## config.mk

```make
export PLATFORM = sky130hd
export DESIGN_NAME = seg_xlate
export DESIGN_NICKNAME = d
export VERILOG_FILES = /design/src/rtl/seg_xlate.sv
export SDC_FILE = /design/constraint.sdc
export NUM_CORES = 1
export LEC_CHECK = 0
export ABC_AREA = 1
export BUFFER_PORTS_ARGS = -buffer_cell sky130_fd_sc_hd__clkbuf_2
export CAP_MARGIN = 5
export CELL_PAD_IN_SITES_DETAIL_PLACEMENT = 0
export CELL_PAD_IN_SITES_GLOBAL_PLACEMENT = 1
export CORE_ASPECT_RATIO = 0.75
export CORE_MARGIN = 4
export CORE_UTILIZATION = 45
export CTS_CLUSTER_SIZE = 20
export DETAILED_ROUTE_END_ITERATION = 10
export PLACE_DENSITY = 0.76
export SETUP_SLACK_MARGIN = 0.02
export SYNTH_ARGS = -nofsm -noshare
export SYNTH_HDL_FRONTEND = slang
export SYNTH_SLANG_ARGS = --single-unit
```

## constraint.sdc

```tcl
create_clock -name clk -period 3.21 [get_ports clk]
set_input_delay 0.321 -clock clk [delete_from_list [all_inputs] [get_ports clk]]
set_output_delay 0.321 -clock clk [all_outputs]
set_load 0.1 [all_outputs]
```

## src/rtl/seg_xlate.sv

```systemverilog
module seg_xlate #(
  parameter int AW       = 32,
  parameter int SEG_BITS = 2
) (
  input  logic                clk,
  input  logic                rst_n,
  input  logic                req_valid,
  input  logic [AW-1:0]       req_va,
  input  logic                req_write,
  input  logic                cfg_we,
  input  logic                cfg_priv,
  input  logic [SEG_BITS-1:0] cfg_idx,
  input  logic                cfg_present,
  input  logic [AW-1:0]       cfg_base,
  input  logic [AW-SEG_BITS-1:0] cfg_limit,
  input  logic                cfg_wr_ok,
  output logic                rsp_valid,
  output logic                rsp_ok,
  output logic [AW-1:0]       rsp_pa,
  output logic [1:0]          rsp_fault
);
  localparam int NSEG  = 1 << SEG_BITS;
  localparam int OFF_W = AW - SEG_BITS;
  localparam logic [1:0] F_NONE = 2'd0, F_ABSENT = 2'd1, F_LIMIT = 2'd2, F_PROT = 2'd3;

  logic [NSEG-1:0]  t_present, t_wr_ok;
  logic [AW-1:0]    t_base  [NSEG];
  logic [OFF_W-1:0] t_limit [NSEG];

  logic [SEG_BITS-1:0] seg;
  logic [OFF_W-1:0]    off;
  logic [AW-1:0]       sum;
  logic [1:0]          fault;

  assign seg = req_va[AW-1 -: SEG_BITS];
  assign off = req_va[OFF_W-1:0];
  assign sum = t_base[seg] + {{SEG_BITS{1'b0}}, off};

  always_comb begin
    if (!t_present[seg])                  fault = F_ABSENT;
    else if (off > t_limit[seg])          fault = F_LIMIT;
    else if (req_write && !t_wr_ok[seg])  fault = F_PROT;
    else                                  fault = F_NONE;
  end

  always_ff @(posedge clk) begin
    if (!rst_n) begin
      t_present <= '0;
      t_wr_ok   <= '0;
      for (int i = 0; i < NSEG; i++) begin
        t_base[i]  <= '0;
        t_limit[i] <= '0;
      end
    end else if (cfg_we && cfg_priv) begin
      t_present[cfg_idx] <= cfg_present;
      t_wr_ok[cfg_idx]   <= cfg_wr_ok;
      t_base[cfg_idx]    <= cfg_base;
      t_limit[cfg_idx]   <= cfg_limit;
    end
  end

  always_ff @(posedge clk) begin
    if (!rst_n) begin
      rsp_valid <= 1'b0;
      rsp_ok    <= 1'b0;
      rsp_pa    <= '0;
      rsp_fault <= F_NONE;
    end else begin
      rsp_valid <= req_valid;
      rsp_ok    <= req_valid && (fault == F_NONE);
      rsp_pa    <= (req_valid && fault == F_NONE) ? sum : '0;
      rsp_fault <= req_valid ? fault : F_NONE;
    end
  end
endmodule


```

==> results by group, run 1 <==
Placed design
  – Pre-CTS WS: 235 ps
  – Dpl hpwl: 28500 um
  – Placer Congestion: 0.878
  – Port bufs: 139
  – Placed insts: 2219

Timing
  – Number of setup violations in the final report: 0
  – Slew HR: 37.8%
  – Post-route clock period utilization: 76.5%
  – Fin Hold WS: 29.0 ps
  – Worst-margin pin slew: 933 ps
  – Final Slew Violations: 0
  – Skew final: 14.7 ps
  – Post-route setup TNS: 0 ps
  – Min Tclk post-route: 2460 ps
  – Fmax: 0.407 GHz
  – Final worst slack: 753 ps
  – Final hold violation count: 0
  – RSZ-0062 raised after global routing: false

Worst setup path
  – Crit path buffers/inverters: 4
  – CP Depth: 17
  – R2R cell count: 16
  – Cell mode on critical path: nand2_1
  – Critical path data required time: 3660 ps
  – Crit path launch type: primary input
  – Setup CP Type: primary input to register
  – Reg2reg end: rsp_pa[28]$_SDFF_PN0_
  – Cell Chain, Critical Path: buf_4 > buf_4 > nand2_1 > a32o_1 > ha_1 > nand2_1 > inv_1 > nand3_1 > nor2_1 > nand2_1 > nand2_1 > nand2_1 > nand2_1 > nand2_2 > nand3_4 > buf_12 > nor2_1
  – CP max stage delay: 410 ps
  – Delay-heaviest family, CP: simple AND/OR/NAND/NOR gates
  – Crit Path Max Fanout: 36
  – CP Capture Type: register
  – Flop2flop setup slack: 800 ps
  – Slowest CP cell: buf_4
  – FF-to-FF Start: t_base[3][0]$_DFFE_PP_
  – Critical path arrival: 2900 ps

Synthesis
  – Synth cell types: 38
  – #FFs+latches synth: 292
  – Top post-synthesis cells by area: edfxtp_1 50%, nand2_1 9.0%, nor2_1 8.3%
  – Post-synthesis cell count: 1685
  – Syn Nets: 1850
  – Mean Syn Cell Area: 8.88 um2
  – Synth top area share: 49.8%
  – Yosys warnings: 0
  – Sequential element share of the synthesized area: 55.6%
  – Yosys top cell by area: edfxtp_1
  – Mapped Area: 0.0150 mm2

Pwr
  – Total power: 0.00947 W
  – Pleak: 7.54 nW
  – Worst IR drop on VDD: 351 uV
  – Net load switching power: 0.00259 W
  – PwrDens: 550 mW/mm2
  – Int Power: 0.00689 W
  – Reg power frac: 46.4%
  – Clk pwr share: 37.2%
  – Combinational Power Share: 16.4%
  – Switching part of the total power: 27.3%

Finish
  – Antenna cells: 0
  – Proportion of layout cells with a drive suffix above 1: 13.0%
  – Most frequent cells in the layout: 354 x nand2_1, 330 x nor2_1, 248 x edfxtp_1, 211 x inv_1, 138 x clkbuf_2
  – Area growth from synthesis to layout: 15.1%
  – Commonest non-fill, non-tap cell in the layout: nand2_1
  – Layout Nets: 1974
  – Non-filler cells, final: 2273

Floorplan
  – Die width: 219 um
  – Core area: 0.0326 mm2
  – FP Rows: 57
  – Die ar.: 0.0363 mm2
  – Io pins: 140
  – Starting Density: 45.9%
  – Die span in y: 166 um

Worst hold path
  – Hold path cells: 3
  – Hold EP: rsp_valid$_SDFF_PN0_
  – Worst min path class: primary input to register
  – Hold_sp: req_valid

Routing
  – Final WL: 42400 um
  – Vias per cell: 5.20
  – DRT iter0 DRCs: 1103
  – Routed wire per std cell: 18.7 um
  – Number of iterations in the first detailed-routing pass: 6
  – DR vias: 11800
  – DRC Markers: 0
  – Final ANT Viol Nets: 0

Clock tree
  – Setup Fix Bufs, Post-CTS: 0
  – Clk root buf: clkbuf_16
  – CTS resizes: 0
  – Clock transition at path regs: 60 ps
  – CTS tree: yes
  – CTS buffer count: 30
  – H-tree levels: 1
  – # clock sinks: 292
  – Clk_lat worst skew: 570 ps
  – Cts hold-fix bufs: 0
  – Max Root-Sink Buffers: 3

Global routing
  – Initial antenna violation count: 0
  – Global-route wire length before repair: 65900 um
  – GRT Overall Usage: 23.1%
  – Vias in the first global route: 11800
  – Largest net degree at the start of global routing: 74
  – Grt ovf: 0

Job
  – Max-Cap Viols: 0

Outcome
  – Status: complete, no violations
==> registers in the layout, summed over array words and instances (netlist names) <==
register	count
rsp_pa	32
t_present	4
t_base	128
rsp_valid	1
t_limit	120
rsp_fault	2
rsp_ok	1
t_wr_ok	4
==> kinds of logic (layout without fill, tap and decap cells) <==
logic type               count (synthesis)  after routing  share of synthesized area (%)
AO/OA/AOI/OAI                          215            215                           8.71
XOR/XNOR                                19             19                           1.11
adder cells (fa/ha/maj)                 61             61                           5.15
buffers and inverters                  291            437                           7.71
flip-flops                             292            292                           55.6
AND/OR/NAND/NOR                        807            807                           21.7
==> power by group through the flow <==
stage	registers (W)	clock network (W)	logic, W
2_1_floorplan	0.00453	0	0.000971
3_3_place_gp	0.00447	0	0.00154
3_5_place_dp	0.00447	0	0.00155
4_1_cts	0.00439	0.00358	0.00156
5_1_grt	0.00441	0.00374	0.00175
6_report	0.00439	0.00352	0.00156
==> cell type report <==
class	count	area (um2)
multi-input combinational	1102	5500
tap	442	553
inverter	216	812
clock inverter	19	188
clock buffer	35	791
fill	3074	15400
sequential	292	8330
timing repair buffer	167	1050
==> synthesized netlist by cell type (all sizes together) <==
cell / count
a21o: 2
nand3: 34
o22ai: 34
a21boi: 1
xor2: 16
o21ai: 70
edfxtp: 248
nor2: 344
fa: 1
nand2: 361
a211oi: 1
buf: 34
and2: 2
a32oi: 2
o21bai: 6
inv: 216
o21a: 1
a21oi: 69
xnor2: 3
dfxtp: 44
or2: 2
a32o: 29
nor3: 53
ha: 60
clkbuf: 41
nand3b: 5
nand4: 5
nor4: 1
==> stage by stage <==
stage          utilization [%]  cell area [um2]
6_report                  52.8            17200
5_1_grt                   52.8            17200
4_1_cts                   52.8            17200
3_5_place_dp              49.8            16200
3_3_place_gp              49.8            16200
2_1_floorplan                -            15000
==> worst max path at each step <==
stage	endpoint	start
final	rsp_pa[1]$_SDFF_PN0_	req_va[30]
after floorplan	t_base[1][0]$_SDFFCE_PN0P_	rst_n
after detailed placement	rsp_pa[1]$_SDFF_PN0_	req_va[30]
after global routing	rsp_pa[22]$_SDFF_PN0_	t_base[2][0]$_SDFFCE_PN0P_
after CTS	rsp_pa[30]$_SDFF_PN0_	t_base[3][0]$_DFFE_PP_
after global placement	rsp_pa[17]$_SDFF_PN0_	req_va[30]
==> layer usage <==
metal,GRT usage (%),wire length (um),up-vias
li1,-,-,5800
met1,33.3,19200,5562
met2,37.7,19500,402
met3,3.29,2770,56
met4,4.83,967,0
met5,0,0,-
==> worst min-delay path: cells and delay by family <==
kind / cells / cell delay (ps)
buf+inv: 2 / 140
simple gates: 1 / 100
(Power assumes the default switching activity.)
==> run 2, diff against run 1 <==
Clock period 3.21 ns to 2.3 ns, I/O delays scaled along.
==> run 2 against run 1 <==
Against the previous run:
- total power rose by 42%
- clock-buffer cell count rose by 1
- register-to-register slack got worse by 710 ps
- worst hold slack got worse by 17 ps
- non-clock buffer count rose by 144
- clock skew rose by 5.5 ps
- critical path type is now register to register
- first-iteration DRC count fell by 14%
- worst setup slack got worse by 670 ps
- cell count rose by 6.2%
- global-route usage fell by 0.36 points
- sequential power rose by 40%
- critical path depth fell by 3
==> results by group, run 2 (synthesis results as in run 1) <==
Timing
  – Final Slew Violations: 0 (unchanged)
  – Skew final: 20.1 ps (+5.47 ps)
  – Fmax: 0.452 GHz
  – RSZ-0062 raised after global routing: true
  – Post-route setup TNS: 0 ps (unchanged)
  – Number of setup violations in the final report: 0 (unchanged)
  – Slew HR: 41.4% (+3.6 points)
  – Post-route clock period utilization: 96.2%
  – Final hold violation count: 0 (unchanged)
  – Min Tclk post-route: 2210 ps
  – Fin Hold WS: 11.5 ps (-17.5 ps)
  – Worst-margin pin slew: 879 ps (-54.6 ps)

Pwr
  – Switching part of the total power: 28.3% (+0.99 points)
  – Combinational Power Share: 21.4% (+5.0 points)
  – Clk pwr share: 32.9% (-4.3 points)
  – Int Power: 0.00962 W (+40%)
  – Worst IR drop on VDD: 558 uV (+59%)
  – Reg power frac: 45.7% (-0.7 points)
  – PwrDens: 702 mW/mm2 (+28%)
  – Pleak: 8.34 nW (+11%)
  – Net load switching power: 0.00380 W (+47%)

Finish
  – Most frequent cells in the layout: 331 x nand2_1, 306 x nor2_1, 248 x edfxtp_1, 206 x inv_1, 138 x clkbuf_2
  – Commonest non-fill, non-tap cell in the layout: nand2_1
  – Layout Nets: 2117 (+7.2%)
  – Non-filler cells, final: 2415 (+6.2%)
  – Max reg flops: 128 (unchanged)
  – Antenna cells: 0 (unchanged)
  – Area growth from synthesis to layout: 27.8%
  – Top Registers: t_base: 128 flops, t_limit: 120 flops, rsp_pa: 32 flops
  – Proportion of layout cells with a drive suffix above 1: 25.2% (+12 points)
  – Biggest register: t_base

Clock tree
  – Clk_lat worst skew: 580 ps (about the same)
  – Clk root buf: clkbuf_16
  – # clock sinks: 292 (unchanged)
  – Max Root-Sink Buffers: 3 (unchanged)
  – CTS buffer count: 29 (-3.3%)
  – Clock transition at path regs: 60 ps (about the same)
  – H-tree levels: 1 (unchanged)
  – CTS tree: yes

Worst setup path
  – CP Capture Type: register
  – Critical path data required time: 2820 ps (-840 ps)
  – FF-to-FF Start: t_limit[1][10]$_SDFFCE_PN0P_
  – Reg2reg end: rsp_pa[21]$_SDFF_PN0_
  – Flop2flop setup slack: 90 ps (-710 ps)
  – Cell Chain, Critical Path: nand2_1 > a32o_2 > ha_1 > nand2_1 > nor2_2 > buf_4 > a21oi_2 > nand2_1 > nand2_1 > nand2_1 > nand2_2 > nand3_4 > clkbuf_16 > nor2_4
  – Crit path launch type: register
  – Slowest CP cell: edfxtp_1
  – CP max stage delay: 320 ps (-90 ps)
  – Worst Setup SP: t_limit[1][10]$_SDFFCE_PN0P_
  – Cell mode on critical path: nand2_1
  – Setup CP Type: register to register
  – R2R cell count: 14 (-2)
  – Crit path capture: rsp_pa[21]$_SDFF_PN0_
  – Critical path arrival: 2730 ps (-170 ps)
  – Crit Path Max Fanout: 7 (-81%)

Outcome
  – Status: complete, no violations

Floorplan
  – Die span in y: 166 um (unchanged)
  – Starting Density: 45.9% (unchanged)
  – Die width: 219 um (unchanged)
  – Core area: 0.0326 mm2 (unchanged)
  – Die ar.: 0.0363 mm2 (unchanged)
  – Io pins: 140 (unchanged)
  – FP Rows: 57 (unchanged)

Placed design
  – Placer Congestion: 0.872 (-0.65%)
  – Dpl hpwl: 28900 um (+1.3%)
  – Placed insts: 2317 (+4.4%)
  – Port bufs: 139 (unchanged)

Job
  – Max-Cap Viols: 0 (unchanged)

Global routing
  – Met3 usage: 4.83% (+1.5 points)
  – Routing usage on met2: 35.2% (-2.5 points)
  – Initial antenna violation count: 0 (unchanged)
  – GR Layer Usage met1: 33.4% (+0.15 points)
  – GRT Overall Usage: 22.8% (-0.36 points)
  – Largest net degree at the start of global routing: 86 (+16%)
  – GR peak layer: met2
  – Global-route wire length before repair: 64600 um (-2.0%)
  – Vias in the first global route: 11700 (-0.76%)
  – Grt ovf: 0 (unchanged)

Routing
  – Final WL: 42700 um (+0.58%)
  – DRT iter0 DRCs: 950 (-14%)
  – Routed wire per std cell: 17.7 um (-5.3%)
  – Vias per cell: 5.07 (-2.5%)
  – DRC Markers: 0 (unchanged)
  – Final ANT Viol Nets: 0 (unchanged)
  – DR vias: 12200 (+3.6%)
  – Number of iterations in the first detailed-routing pass: 5 (-1)

Worst hold path
  – Worst min path class: primary input to register
[run 2: cell types whose count changed in the layout (fill, tap and decap cells not counted), sizes merged, moves of 2 or more]
cell,before,now
buf,29,145
bufinv,4,1
clkbuf,173,175
dlygate4sd3,0,27
inv,215,217
[run 2: critical path, delay by kind of cell, from the launching register on]
kind                     cells  cell delay, ps
AND/OR/NAND/NOR              9             740
adder cells (fa/ha/maj)      1             290
buffers and inverters        2             360
flip-flops                   1             320
AO/OA/AOI/OAI                2             450
[run 2: area by class of cell]
type                       count  area [um2]
fill                        2918       13500
multi-input combinational   1102        6230
clock buffer                  36         752
clock inverter                16         111
sequential                   292        8330
tap                          442         553
inverter                     216         823
timing repair buffer         311        2320
[run 2: worst min path at each step]
stage	endpoint	slack, ps	start	cells past startpoint
floorplan	rsp_valid$_SDFF_PN0_	380	req_valid	2
CTS	t_base[2][24]$_SDFFCE_PN0P_	0.9	cfg_base[24]	3
detailed placement	t_present[0]$_SDFFE_PN0P_	470	t_present[0]$_SDFFE_PN0P_	2
global route	t_base[2][23]$_SDFFCE_PN0P_	20	cfg_base[23]	3
global placement	t_present[2]$_SDFFE_PN0P_	460	t_present[2]$_SDFFE_PN0P_	2
finish	t_base[3][31]$_DFFE_PP_	10	cfg_base[31]	3
[run 2: timing repair]
item                                    in CTS  in global routing
hold buffers                                27                  0
hold endpoints to repair                    60                  0
setup buffers                                0                 18
endpoints found under the setup margin       0                 35
gates resized for setup                      0                187
[run 2: metal layers]
layer	routed length [um]	vias to the layer above	part of all wire [%]
li1	-	6095	-
met1	19600	5749	46
met2	19000	352	45
met3	3200	52	7.5
met4	797	0	1.9
met5	0	-	0
[run 2: per-stage QoR]
| step | cell area [um2] | power [W] | setup slack, ps | util, % |
|---|---|---|---|---|
| 6_report | 19100 | 0.0134 | 86.4 | 58.7 |
| 5_1_grt | 19100 | 0.0140 | -58.8 | 58.7 |
| 4_1_cts | 18200 | 0.0131 | 46.2 | 56.0 |
| 3_5_place_dp | 17100 | 0.00871 | -401 | 52.5 |
| 3_3_place_gp | 17100 | 0.00869 | -426 | 52.5 |
| 2_1_floorplan | 15100 | 0.00770 | 14.3 | - |
[run 2: power by group through the flow]
| stage | sequential (W) | combinational [W] | clock, W |
|---|---|---|---|
| finish | 0.00613 | 0.00287 | 0.00442 |
| global route | 0.00616 | 0.00317 | 0.00472 |
| CTS | 0.00613 | 0.00251 | 0.00451 |
| detailed placement | 0.00624 | 0.00246 | 0 |
| global placement | 0.00623 | 0.00245 | 0 |
| floorplan | 0.00632 | 0.00138 | 0 |
==> run 3, diff against run 2 <==
Settings changed: REMOVE_ABC_BUFFERS from default to 1.
==> run 3 against run 2 <==
Against the previous run:
- wire length increased by 1.6%
- sequential share of layout area decreased by 0.26 points
- worst setup slack got worse by 24 ps
- critical endpoint is now rsp_pa[16]$_SDFF_PN0_
- largest cell class unchanged
==> results by group, run 3 (synthesis results as in run 1) <==
Global routing
  – Vias in the first global route: 11800 (+1.3%)
  – Initial antenna violation count: 0 (unchanged)
  – GRT Overall Usage: 23.0% (+0.21 points)
  – Grt ovf: 0 (unchanged)
  – Largest net degree at the start of global routing: 92 (+7.0%)
  – Global-route wire length before repair: 66000 um (+2.1%)

Finish
  – Area growth from synthesis to layout: 28.6%
  – Proportion of layout cells with a drive suffix above 1: 25.8% (+0.59 points)
  – Seq. cell area: 0.00833 mm2 (unchanged)
  – Biggest register: t_base
  – Filler cells: 2932 (+0.48%)
  – Commonest non-fill, non-tap cell in the layout: nand2_1
  – Fin area: 0.0192 mm2 (+0.60%)
  – Top Registers: t_base: 128 flops, t_limit: 120 flops, rsp_pa: 32 flops
  – Non-filler cells, final: 2424 (+0.37%)
  – Most frequent cells in the layout: 315 x nand2_1, 300 x nor2_1, 248 x edfxtp_1, 204 x inv_1, 138 x clkbuf_2
  – Max reg flops: 128 (unchanged)
  – Layout Nets: 2124 (+0.33%)
  – Multi-input logic area: 0.00619 mm2 (-0.74%)
  – Antenna cells: 0 (unchanged)

Timing
  – Number of setup violations in the final report: 0 (unchanged)
  – Post-route clock period utilization: 97.3% (+1.1 points)
  – Final Slew Violations: 0 (unchanged)
  – Slew HR: 62.3% (+21 points)
  – Worst-margin pin slew: 568 ps (-310 ps)
  – RSZ-0062 raised after global routing: true
  – Min Tclk post-route: 2240 ps (+24.5 ps)
  – Final worst slack: 62.0 ps (-24.5 ps)
  – Fmax: 0.447 GHz (-1.1%)
  – Skew final: 13.4 ps (-6.73 ps)
  – Final hold violation count: 0 (unchanged)

Worst setup path
  – FF-to-FF Start: t_base[2][0]$_SDFFCE_PN0P_
  – Worst Setup SP: t_base[2][0]$_SDFFCE_PN0P_
  – Flop2flop setup slack: 60 ps (-20 ps)
  – Critical path arrival: 2740 ps (about the same)
  – Setup CP Type: register to register
  – Crit path launch type: register
  – R2R cell count: 15 (+1)
  – Critical path data required time: 2800 ps (-20 ps)
  – Crit Path Max Fanout: 4 (-3)
  – Crit path buffers/inverters: 3 (+1)
  – CP Capture Type: register
  – Slowest CP cell: fa_2
  – Delay-heaviest family, CP: adder cells
  – Reg2reg end: rsp_pa[16]$_SDFF_PN0_
  – Cell Chain, Critical Path: o21ai_1 > o22ai_1 > ha_2 > inv_2 > fa_2 > inv_2 > nand3_2 > nand3_4 > nand3_2 > nand2_2 > nand2_1 > nand2_1 > xor2_1 > inv_1 > nor2_2
  – CP max stage delay: 380 ps (+60 ps)

Routing
  – DRT iter0 DRCs: 1040 (+9.5%)
  – Final ANT Viol Nets: 0 (unchanged)
  – DR vias: 12400 (+1.4%)
  – Number of iterations in the first detailed-routing pass: 6 (+1)
  – Final WL: 43300 um (+1.6%)
  – Routed wire per std cell: 17.9 um (+1.2%)
  – DRC Markers: 0 (unchanged)
  – Vias per cell: 5.13 (+1.1%)

Pwr
  – Int Power: 0.00995 W (+3.4%)
  – Worst IR drop on VDD: 581 uV (+4.2%)
  – Combinational Power Share: 20.8% (-0.6 points)
  – Net load switching power: 0.00385 W (+1.3%)
  – Switching part of the total power: 27.9% (-0.41 points)
  – Clk pwr share: 34.7% (+1.8 points)
  – PwrDens: 717 mW/mm2 (+2.2%)
  – Pleak: 8.40 nW (+0.74%)
  – Reg power frac: 44.5% (-1.2 points)
  – Total power: 0.0138 W (+2.8%)

Placed design
  – Dpl hpwl: 28700 um (-0.68%)
  – Placer Congestion: 0.914 (+4.8%)
  – Port bufs: 139 (unchanged)
  – Pre-CTS WS: -546 ps (-145 ps)
  – DP Area: 0.0171 mm2 (+0.21%)
  – Placed insts: 2325 (+0.35%)

Worst hold path
  – Hold EP: t_base[2][4]$_SDFFCE_PN0P_
  – Worst min path class: primary input to register
  – Hold_sp: cfg_base[4]
  – Hold path cells: 3 (unchanged)

Floorplan
  – Starting Density: 45.9% (unchanged)
  – Die width: 219 um (unchanged)
  – Io pins: 140 (unchanged)
  – Core area: 0.0326 mm2 (unchanged)
  – Die ar.: 0.0363 mm2 (unchanged)
  – Die span in y: 166 um (unchanged)
  – FP Rows: 57 (unchanged)

Clock tree
  – Clk_lat worst skew: 570 ps (about the same)
  – Max Root-Sink Buffers: 3 (unchanged)
  – Clock transition at path regs: 60 ps (about the same)
  – CTS buffer count: 29 (unchanged)
  – CTS tree: yes
  – Clk root buf: clkbuf_16
  – # clock sinks: 292 (unchanged)
  – H-tree levels: 1 (unchanged)

Job
  – Max-Cap Viols: 0 (unchanged)

Outcome
  – Status: complete, no violations
==> run 3: power by group through the flow <==
stage	sequential (W)	combinational, W	clock, W
final	0.00614	0.00287	0.00479
after global routing	0.00616	0.00315	0.00510
after CTS	0.00614	0.00253	0.00486
after detailed placement	0.00625	0.00245	0
after global placement	0.00624	0.00244	0
after floorplan	0.00633	0.00131	0
==> run 3: metrics by stage <==
| step | util, % | hold slack, ps | TNS (ps) |
|---|---|---|---|
| 4_1_cts | 56.6 | 0.0190 | 0 |
| 6_report | 59.0 | 18.5 | 0 |
| 3_5_place_dp | 52.6 | 466 | -17380 |
| 2_1_floorplan | - | 368 | -304860 |
| 5_1_grt | 59.0 | 15.5 | -258 |
| 3_3_place_gp | 52.6 | 465 | -16700 |
==> run 3: worst max path at each step <==
| stage | cells after the start | slack (ps) | end |
|---|---|---|---|
| after floorplan | 4 | -1740 | t_base[1][0]$_SDFFCE_PN0P_ |
| after global routing | 15 | -30 | rsp_pa[16]$_SDFF_PN0_ |
| after detailed placement | 16 | -550 | rsp_pa[4]$_SDFF_PN0_ |
| final | 15 | 60 | rsp_pa[16]$_SDFF_PN0_ |
| after CTS | 15 | 10 | rsp_pa[16]$_SDFF_PN0_ |
| after global placement | 18 | -500 | rsp_pa[4]$_SDFF_PN0_ |
==> run 3: per-layer routing <==
layer  wire [um]  share of wire (%)  track usage (%)
met3        2660                6.1             3.60
met1       20600                 48             34.8
met4         792                1.8             4.12
met2       19200                 44             35.6
met5           0                  0                0
==> run 3: layout make-up <==
type / count / share of cell area [%]
multi-input cells: 1102 / 32.2
clock buffers: 41 / 4.16
well taps: 442 / 2.87
inverters: 216 / 4.23
flip-flops and latches: 292 / 43.3
repair buffers: 318 / 12.5
clock inverters: 13 / 0.800
==> run 3: repair_timing <==
action	CTS	global route
pin swaps	2	75
gates resized for setup	13	185
setup endpoints to repair	31	35
cloned	0	2
hold endpoints to repair	61	0
hold buffers	31	0
setup buffers	0	12
==> run 3: tightest hold or removal path: stages <==
cell	delay (ps)
clkbuf_2	70
inv_1	60
nor2_1	100
